==> src/rtl/rate_xchg_pkg.sv <==
package rate_xchg_pkg;
  typedef enum logic [1:0] {
    ST_IDLE    = 2'd0,
    ST_HALT    = 2'd1,
    ST_WAIT_OK = 2'd2,
    ST_ACK_HI  = 2'd3
  } xchg_st_e;
endpackage

==> src/rtl/rate_xchg_tmr.sv <==
module rate_xchg_tmr #(
  parameter int TMO_W = 16
) (
  input  logic             clk,
  input  logic             rst_n,
  input  logic             wait_i,
  input  logic             clr_i,
  input  logic [TMO_W-1:0] limit_i,
  output logic             tmo_o
);
  localparam logic [TMO_W-1:0] CNT_MAX = {TMO_W{1'b1}};

  logic [TMO_W-1:0] cnt_q, cnt_d;
  logic             cnt_en;

  always_comb begin
    cnt_en = 1'b1;
    if (clr_i || !wait_i) cnt_d = '0;
    else if (cnt_q == CNT_MAX) begin
      cnt_d  = cnt_q;
      cnt_en = 1'b0;
    end else cnt_d = cnt_q + 1'b1;
  end

  always_ff @(posedge clk or negedge rst_n) begin
    if (!rst_n) cnt_q <= '0;
    else if (cnt_en) cnt_q <= cnt_d;
  end

  assign tmo_o = wait_i && (cnt_q == limit_i);
endmodule

==> src/rtl/rate_xchg_fsm.sv <==
module rate_xchg_fsm
  import rate_xchg_pkg::*;
#(
  parameter int RATE_W   = 3,
  parameter int MAX_RATE = 4
) (
  input  logic              clk,
  input  logic              rst_n,
  input  logic              req_i,
  input  logic [RATE_W-1:0] tgt_i,
  input  logic              pclk_ok_i,
  input  logic              phy_stat_i,
  input  logic              tmo_i,
  output logic              wait_o,
  output logic              clr_o,
  output logic [RATE_W-1:0] rate_o,
  output logic              ack_o,
  output logic              busy_o,
  output logic              done_o,
  output logic              err_o,
  output logic              tx_en_o
);
  localparam logic [RATE_W-1:0] MAX_CODE = RATE_W'(MAX_RATE);

  xchg_st_e          st_q, st_d;
  logic [RATE_W-1:0] rate_q;
  logic              rate_ld, done_d, done_q, err_q, err_d, err_set, err_clr;

  always_comb begin
    st_d    = st_q;
    rate_ld = 1'b0;
    done_d  = 1'b0;
    err_set = 1'b0;
    err_clr = 1'b0;
    case (st_q)
      ST_IDLE: begin
        if (req_i) begin
          err_clr = 1'b1;
          if (tgt_i > MAX_CODE) err_set = 1'b1;
          else if (tgt_i == rate_q) done_d = 1'b1;
          else st_d = ST_HALT;
        end
      end
      ST_HALT: begin
        st_d    = ST_WAIT_OK;
        rate_ld = 1'b1;
      end
      ST_WAIT_OK: begin
        if (pclk_ok_i) st_d = ST_ACK_HI;
        else if (tmo_i) begin
          st_d    = ST_IDLE;
          err_set = 1'b1;
        end
      end
      ST_ACK_HI: begin
        if (!pclk_ok_i) begin
          st_d = ST_IDLE;
          if (phy_stat_i) done_d = 1'b1;
          else err_set = 1'b1;
        end else if (tmo_i) begin
          st_d    = ST_IDLE;
          err_set = 1'b1;
        end
      end
      default: st_d = ST_IDLE;
    endcase
    err_d = err_set ? 1'b1 : (err_clr ? 1'b0 : err_q);
  end

  always_ff @(posedge clk or negedge rst_n) begin
    if (!rst_n) begin
      st_q   <= ST_IDLE;
      done_q <= 1'b0;
      err_q  <= 1'b0;
    end else begin
      st_q   <= st_d;
      done_q <= done_d;
      err_q  <= err_d;
    end
  end

  always_ff @(posedge clk or negedge rst_n) begin
    if (!rst_n) rate_q <= '0;
    else if (rate_ld) rate_q <= tgt_i;
  end

  assign wait_o  = (st_q == ST_WAIT_OK) || (st_q == ST_ACK_HI);
  assign clr_o   = (st_d != st_q);
  assign rate_o  = rate_q;
  assign ack_o   = (st_q == ST_ACK_HI);
  assign busy_o  = (st_q != ST_IDLE);
  assign tx_en_o = (st_q == ST_IDLE);
  assign done_o  = done_q;
  assign err_o   = err_q;
endmodule

==> src/rtl/rate_xchg_rxq.sv <==
module rate_xchg_rxq #(
  parameter int DV_W = 2
) (
  input  logic            rst_stat_n_i,
  input  logic [DV_W-1:0] dv_i,
  output logic            valid_o
);
  assign valid_o = rst_stat_n_i && (&dv_i);
endmodule

==> src/rtl/rate_xchg_ctrl.sv <==
module rate_xchg_ctrl #(
  parameter int RATE_W   = 3,
  parameter int MAX_RATE = 4,
  parameter int TMO_W    = 16
) (
  input  logic              clk,
  input  logic              rst_n,
  input  logic              req_i,
  input  logic [RATE_W-1:0] tgt_rate_i,
  input  logic [TMO_W-1:0]  tmo_limit_i,
  output logic              busy_o,
  output logic              done_o,
  output logic              err_o,
  output logic              tx_en_o,
  output logic [RATE_W-1:0] rate_o,
  input  logic              pclk_ok_i,
  output logic              pclk_ack_o,
  input  logic              phy_stat_i,
  input  logic              rx_rst_stat_n_i,
  input  logic              rx_dv0_i,
  input  logic              rx_dv1_i,
  output logic              rx_valid_o
);
  localparam int DV_W = 2;

  logic wait_s, clr_s, tmo_s;

  rate_xchg_fsm #(.RATE_W(RATE_W), .MAX_RATE(MAX_RATE)) u_fsm (
    .clk(clk), .rst_n(rst_n), .req_i(req_i), .tgt_i(tgt_rate_i),
    .pclk_ok_i(pclk_ok_i), .phy_stat_i(phy_stat_i), .tmo_i(tmo_s),
    .wait_o(wait_s), .clr_o(clr_s), .rate_o(rate_o), .ack_o(pclk_ack_o),
    .busy_o(busy_o), .done_o(done_o), .err_o(err_o), .tx_en_o(tx_en_o)
  );

  rate_xchg_tmr #(.TMO_W(TMO_W)) u_tmr (
    .clk(clk), .rst_n(rst_n), .wait_i(wait_s), .clr_i(clr_s),
    .limit_i(tmo_limit_i), .tmo_o(tmo_s)
  );

  rate_xchg_rxq #(.DV_W(DV_W)) u_rxq (
    .rst_stat_n_i(rx_rst_stat_n_i), .dv_i({rx_dv1_i, rx_dv0_i}),
    .valid_o(rx_valid_o)
  );
endmodule

==> config.mk <==
export PLATFORM = sky130hd
export DESIGN_NAME = rate_xchg_ctrl
export DESIGN_NICKNAME = d
export VERILOG_FILES = /design/src/rtl/rate_xchg_pkg.sv /design/src/rtl/rate_xchg_tmr.sv /design/src/rtl/rate_xchg_fsm.sv /design/src/rtl/rate_xchg_rxq.sv /design/src/rtl/rate_xchg_ctrl.sv
export SDC_FILE = /design/constraint.sdc
export NUM_CORES = 1
export LEC_CHECK = 0
export ABC_AREA = 0
export BUFFER_PORTS_ARGS = -buffer_cell sky130_fd_sc_hd__buf_4
export CORE_MARGIN = 2
export CORE_UTILIZATION = 55
export CTS_CLUSTER_SIZE = 12
export DETAILED_ROUTE_END_ITERATION = 10
export HOLD_SLACK_MARGIN = 0.03
export PLACE_DENSITY = 0.89
export SLEW_MARGIN = 5
export SYNTH_ARGS = -nofsm -noshare
export SYNTH_HDL_FRONTEND = slang
export SYNTH_SLANG_ARGS = --single-unit
==> constraint.sdc <==
create_clock -name clk -period 5 [get_ports clk]
set_input_delay 0.25 -clock clk [delete_from_list [all_inputs] [get_ports clk]]
set_output_delay 0.25 -clock clk [all_outputs]
set_load 0.01 [all_outputs]
==> impl_metrics.py <==
metrics = {
    "routing": {
        "viasPerCell": 5.68,
        "drc": 0,
        "num_vias": 1345,
        "firstDrtPassIters": 4,
        "drt-total-wl_mm": 3.24,
        "drt-wirelength-per-cell_um": 13.7,
        "drt.antenna.violating_nets": 0,
        "drt_iter0_markers": 56,
    },
    "power_and_ir_drop": {
        "combPwrFrac": 0.450,
        "powerDensity_nw_per_um2": 322,
        "power_switching_share": 0.386,
        "internal_power_mw": 0.370,
        "finalPower_mw": 0.603,
        "p_leak_nw": 0.790,
        "clock_power_share": 0.145,
        "pwr-share-seq": 0.405,
        "power.switching_mw": 0.233,
        "ir_worst_vdd_v": 0.000247,
    },
    "clock_tree": {
        "cts_tree": "built",
        "cts_buffers": 3,
        "cts_setup_buffers": 0,
        "h-tree-depth": 1,
        "insertion_delay_ns": 0.31,
        "clockBufferDepth": 2,
        "clock-sinks": 23,
        "root_buffer": "clkbuf_4",
        "clk_pin_slew_ns": 0.12,
    },
    "sta": {
        "finalHoldViolCount": 0,
        "slew_violations": 0,
        "fin_crit_sh": 0.478,
        "tightest_slew_ns": 0.674,
        "skew_ns": 0.00277,
        "finalSetupViolCount": 0,
        "period_needed_ns": 2.39,
        "rsz0062_at_grt": "no",
        "fmax_mhz": 418,
        "tns_ns": 0,
        "relSlewSlack": 0.550,
    },
    "floorplan": {
        "initial_core_util": 0.573,
        "fp.dieArea_um2": 3290,
        "die_y_um": 57.4,
        "coreArea_um2": 2730,
        "io_pins": 36,
        "die_w_um": 57.4,
        "num_rows": 19,
    },
    "synthesis": {
        "synth_area_per_cell_um2": 9.22,
        "syn_inst": 170,
        "yosys.area.top_type": "dfrtp_1",
        "postSynth.asyncResetShare": 1.00,
        "synth_top_area_share": 0.367,
        "yosys-top-cells-area": "dfrtp_1 37%, xnor2_1 12%, nor2_1 6.2%",
        "synth_common_cells": "26 x nor2_1, 23 x dfrtp_1, 21 x xnor2_1",
        "yosysMostFrequentCell": "nor2_1",
        "yosysSeqAreaShare": 0.367,
        "mappedNetlistArea_um2": 1570,
        "synth_edf_count": 0,
        "ys_ff_latch": 23,
        "ys.flop_type": "dfrtp_1",
        "synth.distinct_cells": 37,
        "syn-num-nets": 203,
        "ys_warn_count": 0,
    },
    "critical_path": {
        "max_stage_delay_ns": 0.59,
        "worstSetupStartpointType": "register",
        "path_max_fanout": 16,
        "setup.worst_path.end_class": "register",
        "crit_chain": "inv_1 -> ha_1 -> o21ai_0 -> nor3_2 -> a31oi_1 -> o211ai_2 -> nor3_1",
        "crit_required_ns": 5.18,
        "worst_ep_arrival_time_ns": 2.57,
        "critPathKind": "reg -> reg",
        "critPathSlowestCell": "o211ai_2",
    },
    "final_layout": {
        "fin_area_um2": 1870,
        "drive_gt1_frac": 0.238,
        "post-route-util": 0.686,
        "antenna_cells": 0,
        "fillers": 233,
        "finalNetCount": 240,
        "areaGrowthSynthToFinish_pct": 19.6,
    },
    "global_routing": {
        "grt.overflow.total": 0,
        "gr-usage-all-layers": 0.224,
        "antenna_found_initial": 0,
        "grt_pass1_wl_mm": 5.71,
        "grt_max_degree": 24,
        "grt_pass1_vias": 1330,
    },
    "place": {
        "io_buffers": 35,
        "post_dp_cell_area_um2": 1840,
        "place_congestion": 0.825,
        "place_hpwl_mm": 2.56,
    },
    "worst_hold_path": {
        "hold_class": "in -> reg",
    },
    "run_status": {
        "outcome": "completed",
    },
    "flow_run": {
        "drv_cap": 0,
    },
}
-- placed cells by master (no fill, tap or decap), drive strengths merged, types with 2 or more instances in the layout --
| cell | instances |
|---|---|
| a21boi | 2 |
| a21oi | 3 |
| and3 | 2 |
| buf | 35 |
| clkbuf | 4 |
| dfrtp | 23 |
| ha | 6 |
| inv | 7 |
| mux2 | 3 |
| nand2 | 13 |
| nand3 | 6 |
| nand4 | 11 |
| nor2 | 26 |
| nor3 | 7 |
| o21ai | 8 |
| o32ai | 3 |
| or2 | 2 |
| xnor2 | 22 |
| xor2 | 10 |
-- final timing paths --
kind	startpoint	to	slack, ns	cells past startpoint
worst min register to register	u_fsm.err_o	u_fsm.err_o	0.51	2
max in group asynchronous	rst_n	u_tmr.cnt_q[14]	4.43	2
min in group asynchronous	rst_n	u_fsm.rate_o[2]	0.35	2
worst min-delay path	tgt_rate_i[0]	u_fsm.rate_o[0]	0.19	2
worst max register to register	u_fsm.st_q[0]	u_tmr.cnt_q[12]	2.61	7
worst max-delay path	u_fsm.st_q[0]	u_tmr.cnt_q[12]	2.61	7
-- power by group through the flow --
stage	Sequential, mW	Clock (mW)	Combinational (mW)
floorplan	0.250	0	0.171
global placement	0.245	0	0.263
detailed placement	0.248	0	0.271
CTS	0.244	0.0889	0.272
global route	0.249	0.0964	0.296
finish	0.244	0.0877	0.271
-- through the flow --
stage	hold WS, ns	worst slack [ns]	cells
finish	0.189	2.61	237
global route	0.183	2.46	237
CTS	0.181	2.61	237
detailed placement	0.166	2.63	232
global placement	0.157	2.77	232
floorplan	-0.0456	3.03	170
-- sequential cells by signal, indices dropped and copies added (netlist names) --
name / flops
u_tmr.cnt_q: 16
u_fsm.rate_o: 3
u_fsm.st_q: 2
u_fsm.done_o: 1
u_fsm.err_o: 1
-- timing repair --
| action | 4_1_cts | 5_1_grt |
|---|---|---|
| resized for setup | 0 | 0 |
| hold buffers | 1 | 0 |
| endpoints found under the setup margin | 0 | 0 |
| endpoints found under the hold margin | 23 | 0 |
-- cell type report --
cell class | count | area [um2] | area share
multi-input combinational | 136 | 935 | 0.499
sequential | 23 | 576 | 0.307
timing repair buffer | 36 | 273 | 0.146
tap | 31 | 38.8 | 0.0207
clock buffer | 4 | 26.3 | 0.0140
inverter | 7 | 26.3 | 0.0140
-- per-layer routing --
layer  vias up  GRT usage  share of wire
li1        661          -              -
met5         -          0              0
met4         0     0.0764          0.015
met1       632      0.281           0.42
met2        47      0.391           0.51
met3         5     0.0340          0.056
-- logic make-up (layout without fill, tap and decap cells) --
logic type	Yosys count	after routing	share of synthesized area
DFF	23	23	0.367
xor gates and xnor gates	32	32	0.184
and+or+nand+nor	70	70	0.229
muxes	4	4	0.0279
AOI/OAI and AO/OA	24	24	0.108
adders and majority gates	6	6	0.0479
buffers and inverters	11	47	0.0367
-- critical path: cells and delay by family, from the launching register on --
kind	cells	cell delay, ns
buf+inv	1	0.20
flops	1	0.45
compound gates	3	0.89
fa+ha+maj	1	0.33
simple gates	2	0.40
(Power assumes the default switching activity.)
